===== src/rtl/cla_pkg.sv =====
package cla_pkg;

   localparam int MAX_SLICE_W = 8;

   typedef logic [MAX_SLICE_W-1:0] slice_vec_t;

   // Carry into bit position idx, written as an OR of product terms.
   // Each product term is built on its own: there is no reuse of a lower carry.
   function automatic logic flat_carry(input slice_vec_t g,
                                       input slice_vec_t p,
                                       input logic       cin,
                                       input int         idx,
                                       input logic       with_cin);
      logic acc;
      logic term;
      acc = 1'b0;
      for (int j = 0; j < idx; j++) begin
         term = g[j];
         for (int k = j + 1; k < idx; k++) begin
            term = term & p[k];
         end
         acc = acc | term;
      end
      if (with_cin) begin
         term = cin;
         for (int k = 0; k < idx; k++) begin
            term = term & p[k];
         end
         acc = acc | term;
      end
      return acc;
   endfunction

endpackage


===== src/rtl/cla_gp_unit.sv =====
module cla_gp_unit #(
   parameter int WIDTH = 4
) (
   input  logic [WIDTH-1:0] x_i,
   input  logic [WIDTH-1:0] y_i,
   output logic [WIDTH-1:0] gen_o,
   output logic [WIDTH-1:0] prop_o
);
   for (genvar i = 0; i < WIDTH; i++) begin : g_bit
      assign gen_o[i]  = x_i[i] & y_i[i];
      assign prop_o[i] = x_i[i] ^ y_i[i];
   end
endmodule


===== src/rtl/cla_carry_net.sv =====
module cla_carry_net
   import cla_pkg::*;
#(
   parameter int WIDTH = 4
) (
   input  logic [WIDTH-1:0] gen_i,
   input  logic [WIDTH-1:0] prop_i,
   input  logic             cin_i,
   output logic [WIDTH:0]   carry_o,
   output logic             grp_gen_o,
   output logic             grp_prop_o
);
   slice_vec_t g_pad;
   slice_vec_t p_pad;

   always_comb begin
      g_pad = '0;
      p_pad = '0;
      g_pad[WIDTH-1:0] = gen_i;
      p_pad[WIDTH-1:0] = prop_i;
   end

   assign carry_o[0] = cin_i;

   for (genvar i = 1; i <= WIDTH; i++) begin : g_carry
      assign carry_o[i] = flat_carry(g_pad, p_pad, cin_i, i, 1'b1);
   end

   assign grp_gen_o  = flat_carry(g_pad, p_pad, 1'b0, WIDTH, 1'b0);
   assign grp_prop_o = &prop_i;
endmodule


===== src/rtl/cla_block.sv =====
module cla_block
   import cla_pkg::*;
#(
   parameter int WIDTH = 4
) (
   input  logic [WIDTH-1:0] x_i,
   input  logic [WIDTH-1:0] y_i,
   input  logic             cin_i,
   output logic [WIDTH-1:0] sum_o,
   output logic             cout_o,
   output logic             grp_gen_o,
   output logic             grp_prop_o
);
   if (WIDTH < 1 || WIDTH > MAX_SLICE_W) begin : g_bad_width
      $error("cla_block: WIDTH must lie in 1..MAX_SLICE_W");
   end

   logic [WIDTH-1:0] gen;
   logic [WIDTH-1:0] prop;
   logic [WIDTH:0]   carry;

   cla_gp_unit #(.WIDTH(WIDTH)) u_gp (
      .x_i    (x_i),
      .y_i    (y_i),
      .gen_o  (gen),
      .prop_o (prop)
   );

   cla_carry_net #(.WIDTH(WIDTH)) u_carry (
      .gen_i      (gen),
      .prop_i     (prop),
      .cin_i      (cin_i),
      .carry_o    (carry),
      .grp_gen_o  (grp_gen_o),
      .grp_prop_o (grp_prop_o)
   );

   for (genvar i = 0; i < WIDTH; i++) begin : g_sum
      assign sum_o[i] = prop[i] ^ carry[i];
   end

   assign cout_o = carry[WIDTH];
endmodule


===== src/rtl/cla_adder.sv =====
module cla_adder
   import cla_pkg::*;
#(
   parameter int BLK_W      = 4,
   parameter int NUM_BLOCKS = 4
) (
   input  logic [BLK_W*NUM_BLOCKS-1:0] a_i,
   input  logic [BLK_W*NUM_BLOCKS-1:0] b_i,
   input  logic                        carry_i,
   output logic [BLK_W*NUM_BLOCKS-1:0] sum_o,
   output logic                        carry_o,
   output logic [NUM_BLOCKS-1:0]       blk_gen_o,
   output logic [NUM_BLOCKS-1:0]       blk_prop_o
);
   localparam int TOTAL_W = BLK_W * NUM_BLOCKS;

   if (NUM_BLOCKS < 1) begin : g_bad_count
      $error("cla_adder: NUM_BLOCKS must be at least 1");
   end
   if (BLK_W < 1 || BLK_W > MAX_SLICE_W) begin : g_bad_blk
      $error("cla_adder: BLK_W out of supported range");
   end

   logic [NUM_BLOCKS:0] link;
   assign link[0] = carry_i;

   for (genvar k = 0; k < NUM_BLOCKS; k++) begin : g_slice
      cla_block #(.WIDTH(BLK_W)) u_blk (
         .x_i        (a_i[k*BLK_W +: BLK_W]),
         .y_i        (b_i[k*BLK_W +: BLK_W]),
         .cin_i      (link[k]),
         .sum_o      (sum_o[k*BLK_W +: BLK_W]),
         .cout_o     (link[k+1]),
         .grp_gen_o  (blk_gen_o[k]),
         .grp_prop_o (blk_prop_o[k])
      );
   end

   assign carry_o = link[NUM_BLOCKS];

   logic [TOTAL_W-1:0] unused_w;
   assign unused_w = '0;
endmodule


===== config.mk =====
export PLATFORM = sky130hd
export DESIGN_NAME = cla_adder
export DESIGN_NICKNAME = d
export VERILOG_FILES = /design/src/rtl/cla_pkg.sv /design/src/rtl/cla_gp_unit.sv /design/src/rtl/cla_carry_net.sv /design/src/rtl/cla_block.sv /design/src/rtl/cla_adder.sv
export SDC_FILE = /design/constraint.sdc
export NUM_CORES = 1
export LEC_CHECK = 0
export ABC_AREA = 1
export BUFFER_PORTS_ARGS = -buffer_cell sky130_fd_sc_hd__buf_4
export CAP_MARGIN = 20
export CORE_MARGIN = 2
export CORE_UTILIZATION = 45
export DETAILED_ROUTE_END_ITERATION = 8
export GPL_ROUTABILITY_DRIVEN = 0
export MAX_ROUTING_LAYER = met4
export PLACE_DENSITY_LB_ADDON = 0.2
export REMOVE_ABC_BUFFERS = 1
export SLEW_MARGIN = 25
export SYNTH_ARGS = -nofsm -noshare
export SYNTH_HDL_FRONTEND = slang
export SYNTH_HIERARCHICAL = 1
export SYNTH_SLANG_ARGS = --single-unit

===== constraint.sdc =====
create_clock -name vclk -period 9.08
set_input_delay 2.27 -clock vclk [all_inputs]
set_output_delay 2.27 -clock vclk [all_outputs]
set_load 0.01 [all_outputs]

* After elaboration in Yosys (flattened, before gate mapping) *
Cells that the tools add are included.

cells by class
  bitwise gates (word level) = 128
  reduce and logical (&&, ||, !) cells = 4

operator list
  kind               count
  $and A1 B1 Y1      56
  $or A1 B1 Y1       40
  $xor A1 B1 Y1      32
  $reduce_and A4 Y1  4

word-level totals
  bits in registers = 0
  bits of input ports = 33
  output and inout bits = 25

* Longest topological paths before layout *
Gate-level depths: netlist of the first run.

  depth in word-level cells = 23
  depth in mapped cells = 14
  gate-level depth less buffers = 14

* Hierarchy *
Netlist of the first run, hierarchy kept.

modules (own cells, without submodules)
  module         times used  cells an instance  area an instance (um2)  sequential area each (um2)
  cla_carry_net  4           22                 103.8                   0.0
  cla_block      4           20                 75.1                    0.0
  cla_gp_unit    4           4                  50.0                    0.0

* Worst setup path before layout of the first run *
OpenSTA, ideal clock, no wires.

  path kind = input port to output port
  start = input port a_i[1]
  end = output port sum_o[15]
  data arrival time = 3.784 ns
  setup slack = 3.026 ns
  stages on the path = 14
  path buffers = 0
  cells stage by stage = ha_1 > nand2_2 > nor2_2 > nand2_1 > nand3_1 > nand2_1 > nand3_1 > nand2_1 > nand3_1 > nand4_1 > nand2_1 > inv_1 > nand2_1 > nand2_1

on the way
  longest elaborated chain between the ends = 23
  elaborated cells on any way between the ends = 29

ends and longest elaborated chain
  what                            line               RTL
  start, declared                 cla_adder.sv:7     input logic [BLK_W*NUM_BLOCKS-1:0] a_i,
  $xor A1 B1 Y1                   cla_gp_unit.sv:11  assign prop_o[i] = x_i[i] ^ y_i[i];
  $and A1 B1 Y1 (3 in a row)      cla_pkg.sv:20      term = term & p[k];
  $or A1 B1 Y1 (3 in a row)       cla_pkg.sv:22      acc = acc | term;
  $or A1 B1 Y1 (*)                cla_pkg.sv:29      acc = acc | term;
  net link[1]                     cla_adder.sv:24    logic [NUM_BLOCKS:0] link;
  $and A1 B1 Y1 (*) (4 in a row)  cla_pkg.sv:27      term = term & p[k];
  $or A1 B1 Y1 (*)                cla_pkg.sv:29
  net link[2]                     cla_adder.sv:24
  $and A1 B1 Y1 (*) (4 in a row)  cla_pkg.sv:27
  $or A1 B1 Y1 (*)                cla_pkg.sv:29
  net link[3]                     cla_adder.sv:24
  $and A1 B1 Y1 (*) (3 in a row)  cla_pkg.sv:27
  $or A1 B1 Y1 (*)                cla_pkg.sv:29
  net g_slice[3].u_blk.carry[3]   cla_block.sv:20    logic [WIDTH:0] carry;
  $xor A1 B1 Y1 (*)               cla_block.sv:39    assign sum_o[i] = prop[i] ^ carry[i];
  end, declared                   cla_adder.sv:10    output logic [BLK_W*NUM_BLOCKS-1:0] sum_o,

Mark *: on every way through the listed nets, which the timed path passes. The rest lies on a longest branch.

* Worst setup path in the final report of the first run *
  start = input port a_i[1]
  end = output port sum_o[14]

on the way
  longest elaborated chain between the ends = 22
  elaborated cells on any way between the ends = 28

ends and longest elaborated chain
  what                            line               RTL
  $xor A1 B1 Y1 (*)               cla_gp_unit.sv:11
  net g_slice[0].u_blk.prop[1]    cla_block.sv:19    logic [WIDTH-1:0] prop;
  $and A1 B1 Y1 (3 in a row)      cla_pkg.sv:20
  $or A1 B1 Y1 (3 in a row)       cla_pkg.sv:22
  $or A1 B1 Y1 (*)                cla_pkg.sv:29
  net link[1]                     cla_adder.sv:24
  $and A1 B1 Y1 (*) (4 in a row)  cla_pkg.sv:27
  $or A1 B1 Y1 (*)                cla_pkg.sv:29
  net link[2]                     cla_adder.sv:24
  $and A1 B1 Y1 (*) (4 in a row)  cla_pkg.sv:27
  $or A1 B1 Y1 (*)                cla_pkg.sv:29
  net link[3]                     cla_adder.sv:24
  $and A1 B1 Y1 (*) (2 in a row)  cla_pkg.sv:27
  $or A1 B1 Y1 (*)                cla_pkg.sv:29
  net g_slice[3].u_blk.carry[2]   cla_block.sv:20
  $xor A1 B1 Y1 (*)               cla_block.sv:39

Marks and branches as above.

==> summary.md, run 1 <==
| Metric | Value |
|---|---|
| Worst Setup SP | a_i[1] |
| Seq Cell Count | 0 |
| Top-area cell type share of the netlist area | 34.4% |
| CTS Hold Buffers Added | 0 |
| Initial Utilization | 47.2% |
| Initial DRC count | 16 |
| First-pass GRT wire length | 3.33 mm |
| Wire per inst | 7.38 microns |
| Setup TNS | 0 ns |
| Die W | 49.1 microns |
| Register share of total power | 0% |
| Final min period | 6.49 ns |
| Final setup slack of the worst path | 2.59 ns |
| CP required | 6.81 ns |
| # fillers | 183 |
| Post-synthesis cell type count | 11 |
| Drt first pass iters | 4 |
| Dpl ws | 2.60 ns |
| Final setup fails | 0 |
| Final-stage net count | 289 |
| Avg Inst Size Synth | 4.98 sq um |
| Critical Path Sink Type | output port |
| Drt total wl | 1.96 mm |
| HP Class | in -> out |
| Postcts setup bufs | 0 |
| Crit path DAT | 4.22 ns |
| Sequential cell area | 0 sq um |
| Final ANT Viol Nets | 0 |
| Startpoint types | input pin |
| Sw frac | 51.1% |
| Overflow after GRT | 0 |
| IO Count | 58 |
| Clock power share | 0% |
| Final Hold Viols | 0 |
| Area contributors post-synth | nand2_1, ha_1, inv_1 |
| Layout cell share with drive strength beyond 1 | 27.7% |
| Synthesis Warnings | 6 |
| PortBufs | 58 |
| DPL Wire Length | 1.73 mm |
| Initial antenna violation count | 0 |
| Slew Limit Headroom | 85.8% |
| Internal Power | 0.0490 mW |
| Pwr per Cell Area | 74.0 mW/mm^2 |
| Max-cap check violation count | 0 |
| Period Utilization, post-route | 71.4% |
| Core area | 0.00194 sq mm |
| Ant diodes | 0 |
| Clk_buf instances | 0 |
| Area Growth Syn to Fin | 48.0% |
| Seq/Total Area, Yosys | 0% |
| Gr usage total | 16.2% |
| Total power | 0.100 mW |
| Placement Rows | 16 |
| Synth area leader | nand2_1 |
| Largest net degree at the start of global routing | 8 |
| Finished Core Util | 69.8% |
| Synthesized instance count | 184 |
| Post-Syn Area | 916 sq um |
| LEAKAGE | 0.956 nW |
| Sw power | 0.0513 mW |
| Die Height | 49.1 microns |
| Via density | 4.46 |
| Slew @ Worst Pin | 0.213 ns |
| Vias in the first global route | 910 |
| Gate power share | 100.0% |
| CP Class | in -> out |
| Post-CTS Resized | 0 |
| DRC violations left | 0 |
| Max IR drop VDD | 0.0407 mV |
| FMAX | 154 MHz |
| Max Transition Viols Final | 0 |
| Hold slack final | 4.87 ns |
| Via Count | 1182 |
| RSZ-0062 raised after global routing | no |
| Crit path max fanout | 7 |
| Status | completed |
| Die area | 0.00241 sq mm |
| Hold Crit Start | carry_i |
==> cell usage in the layout, fill, tap and decap left out <==
| master | Yosys | layout |
|---|---|---|
| nor2_2 | 4 | 4 |
| buf_4 | 4 | 58 |
| nand2_1 | 84 | 84 |
| nor2_1 | 4 | 4 |
| inv_1 | 40 | 40 |
| nand2_2 | 4 | 4 |
| a21o_1 | 4 | 4 |
| nand4_1 | 4 | 4 |
| ha_1 | 16 | 16 |
| a21oi_1 | 4 | 4 |
| nand3_1 | 16 | 16 |
==> routing by layer <==
layer  vias up  GRT usage (%)  share of wire [%]
li1        670              -                  -
met1       472           21.1                 46
met2        40           29.5                 48
met3         0          0.307                6.2
met4         0              0                  0
met5         -              -                  0
==> worst max-delay path, cell delays in order <==
cell     delay (ns)
buf_4          0.11
ha_1           0.37
nand2_1        0.12
nand2_1        0.05
nand2_1        0.07
nand3_1        0.17
nand2_1        0.11
nand3_1        0.17
nand2_1        0.12
nand3_1        0.16
nand3_1        0.13
nand3_1        0.09
inv_1          0.06
nand2_1        0.04
nand2_1        0.05
buf_4          0.11
==> cell usage after synthesis, drive strengths merged <==
library cell,n
inv,40
buf,4
a21o,4
nand4,4
nand2,88
nor2,8
ha,16
a21oi,4
nand3,16
==> power by group through the flow <==
stage / clock (mW) / sequential [mW] / combinational [mW]
6_report: 0 / 0 / 0.100
5_1_grt: 0 / 0 / 0.113
4_1_cts: 0 / 0 / 0.101
3_5_place_dp: 0 / 0 / 0.101
3_3_place_gp: 0 / 0 / 0.100
2_1_floorplan: 0 / 0 / 0.0591
==> stage by stage <==
| stage | std cells | cell area [sq um] |
|---|---|---|
| 6_report | 265 | 1360 |
| 5_1_grt | 265 | 1360 |
| 4_1_cts | 265 | 1360 |
| 2_1_floorplan | 180 | 886 |
| 3_5_place_dp | 265 | 1360 |
| 3_3_place_gp | 265 | 1360 |
==> logic make-up (layout without fill, tap and decap cells) <==
group / after synthesis / in the layout / synth area share (%)
and+or+nand+nor: 116 / 116 / 53.0
buffers and inverters: 44 / 98 / 19.7
adders and majority gates: 16 / 16 / 21.9
AOI/OAI and AO/OA: 8 / 8 / 5.46
==> cell type report <==
cell class	instances	area, sq um	share of cell area [%]
timing repair buffer	58	435	32.1
multi-input combinational	140	736	54.3
tap	27	33.8	2.49
inverter	40	150	11.1
==> final timing paths <==
kind         to  depth (start not counted)
max   sum_o[14]                         16
min    sum_o[0]                          4
Power figures use the tool's default switching activity.
==> inputs of run 2 (changes only) <==
--- a/config.mk
+++ b/config.mk
@@ -5,11 +5,11 @@
 export SDC_FILE = /design/constraint.sdc
 export NUM_CORES = 1
 export LEC_CHECK = 0
-export ABC_AREA = 1
+export ABC_AREA = 0
 export BUFFER_PORTS_ARGS = -buffer_cell sky130_fd_sc_hd__buf_4
 export CAP_MARGIN = 20
 export CORE_MARGIN = 2
-export CORE_UTILIZATION = 45
+export CORE_UTILIZATION = 40
 export DETAILED_ROUTE_END_ITERATION = 8
 export GPL_ROUTABILITY_DRIVEN = 0
 export MAX_ROUTING_LAYER = met4
==> constraint.sdc (replaced) <==
create_clock -name vclk -period 6.37
set_input_delay 1.5925 -clock vclk [all_inputs]
set_output_delay 1.5925 -clock vclk [all_outputs]
set_load 0.01 [all_outputs]
==> summary.md, run 2 <==
| Metric | Value |
|---|---|
| Register share of total power | 0% (unchanged) |
| PortBufs | 58 (unchanged) |
| Internal Power | 0.0735 mW (+50%) |
| LEAKAGE | 0.677 nW (-29%) |
| Avg Inst Size Synth | 7.86 sq um (+58%) |
| Overflow after GRT | 0 (unchanged) |
| CP Buf/Inv Count | 4 (+1) |
| DPL Wire Length | 1.54 mm (-11%) |
| Area Growth Syn to Fin | 64.4% |
| Final ANT Viol Nets | 0 (unchanged) |
| Delay-heaviest family, CP | compound AO/OA/AOI/OAI gates |
| Sw frac | 45.9% (-5.3 points) |
| Slew @ Worst Pin | 0.311 ns (+0.0982 ns) |
| Largest net degree at the start of global routing | 6 (-2) |
| FMAX | 184 MHz |
| HP Class | in -> out |
| Most used cell, CP | o221ai_1 |
| Seq/Total Area, Yosys | 0% (unchanged) |
| Ant diodes | 0 (unchanged) |
| Synthesized instance count | 84 (-54%) |
| Final Hold Viols | 0 (unchanged) |
| Postcts setup bufs | 0 (unchanged) |
| Crit path max fanout | 5 (-2) |
| Gate power share | 100.0% (about the same) |
| Vias in the first global route | 688 (-24%) |
| Sw power | 0.0624 mW (+22%) |
| Critical Path, Cell by Cell | buf_4 -> ha_1 -> nand4_1 -> o221ai_1 -> inv_1 -> o221ai_1 -> inv_1 -> o221ai_1 -> a21o_1 -> a31o_1 -> xor2_1 -> buf_4 |
| Post-synthesis cell type count | 11 (unchanged) |
| RSZ-0062 raised after global routing | no |
| IO Count | 58 (unchanged) |
| Clock power share | 0% (unchanged) |
| Commonest non-fill, non-tap cell in the layout | buf_4 |
| Drt first pass iters | 4 (unchanged) |
| Final setup fails | 0 (unchanged) |
| Max IR drop VDD | 0.0868 mV (+110%) |
| CTS Hold Buffers Added | 0 (unchanged) |
| Drt total wl | 1.69 mm (-14%) |
| Sequential cell area | 0 sq um (unchanged) |
| Initial Utilization | 43.3% (-3.8 points) |
| Final-stage net count | 189 (-35%) |
| First-pass GRT wire length | 2.64 mm (-21%) |
| Wire per inst | 11.0 microns (+49%) |
| Final min period | 5.42 ns |
| Area contributors post-synth | ha_1, xor2_1, a21o_1 |
| Critical Path Max Stage Delay | 0.36 ns (about the same) |
| Clk_buf instances | 0 (unchanged) |
| Startpoint types | input pin |
| CP max stage cell | ha_1 |
| Die Height | 44.6 microns (-9.1%) |
| CP required | 4.78 ns (-2.03 ns) |
| Post-Syn Area | 661 sq um (-28%) |
| Via Count | 785 (-34%) |
| Critical Path Sink Type | output port |
| Status | completed |
| Layout cell share with drive strength beyond 1 | 42.0% (+14 points) |
| Initial DRC count | 6 (-10) |
| Placement Rows | 14 (-2) |
| Synth area leader | ha_1 |
| # fillers | 130 (-29%) |
| Final setup slack of the worst path | 0.949 ns (-1.64 ns) |
| Setup TNS | 0 ns (unchanged) |
| Initial antenna violation count | 0 (unchanged) |
| Hold path cells | 3 (-1) |
| Finished Core Util | 71.3% (+1.5 points) |
| Dpl ws | 0.917 ns (-1.69 ns) |
| Core area | 0.00152 sq mm (-22%) |
| Period Utilization, post-route | 85.1% |
| Slew Limit Headroom | 79.3% (-6.5 points) |
| Die W | 44.6 microns (-9.1%) |
| Seq Cell Count | 0 (unchanged) |
| Crit path DAT | 3.83 ns (-0.39 ns) |
| CP Class | in -> out |
| Most frequent cells in the layout | buf_4, xor2_1, ha_1 |
| Number of cells on the critical path | 12 (-4) |
| Gr usage total | 17.0% (+0.82 points) |
| Via density | 5.10 (+14%) |
| Max-cap check violation count | 0 (unchanged) |
| Max Transition Viols Final | 0 (unchanged) |
| Synth top cells by count | ha_1, xor2_1, a21o_1 |
| Post-CTS Resized | 0 (unchanged) |
| DRC violations left | 0 (unchanged) |
| Pwr per Cell Area | 125 mW/mm^2 (+69%) |
| Synthesis Warnings | 6 (unchanged) |
| Top-area cell type share of the netlist area | 30.3% (-4.1 points) |
| Die area | 0.00199 sq mm (-17%) |
-- run 2: logic make-up (layout without fill, tap and decap cells) --
logic type	count (synthesis)	in the layout	synth area share (%)
buf+inv	12	66	9.09
compound gates	32	32	33.3
fa+ha+maj	16	16	30.3
xor+xnor	16	16	21.2
simple gates	8	8	6.06
-- run 2: final timing paths --
kind,startpoint,to,slack (ns)
setup / recovery,a_i[2],sum_o[15],0.95
hold / removal,carry_i,sum_o[0],3.47
-- run 2: area by class of cell --
class	count	area (sq um)	share of cell area [%]
Inverter	8	30.0	2.76
Multi-Input combinational cell	72	601	55.3
Timing Repair Buffer	58	435	40.1
Tap cell	16	20.0	1.84
-- run 2: routing by layer --
metal	wire, microns	global-route usage (%)
met5	0	-
met4	25	3.03
met3	136	1.63
met2	806	28.7
met1	720	21.9
-- run 2: stage by stage --
step,total power [mW],instance area (sq um),std cells,hold slack [ns]
2_1_floorplan,0.0717,631,80,3.27
3_3_place_gp,0.135,1090,154,3.47
3_5_place_dp,0.136,1090,154,3.48
4_1_cts,0.137,1090,154,3.48
5_1_grt,0.149,1090,154,3.49
6_report,0.136,1090,154,3.47
-- run 2: power groups by stage --
stage	Combinational [mW]	Clock [mW]	Sequential, mW
after detailed placement	0.136	0	0
final	0.136	0	0
after global routing	0.149	0	0
after floorplan	0.0717	0	0
after CTS	0.137	0	0
after global placement	0.135	0	0
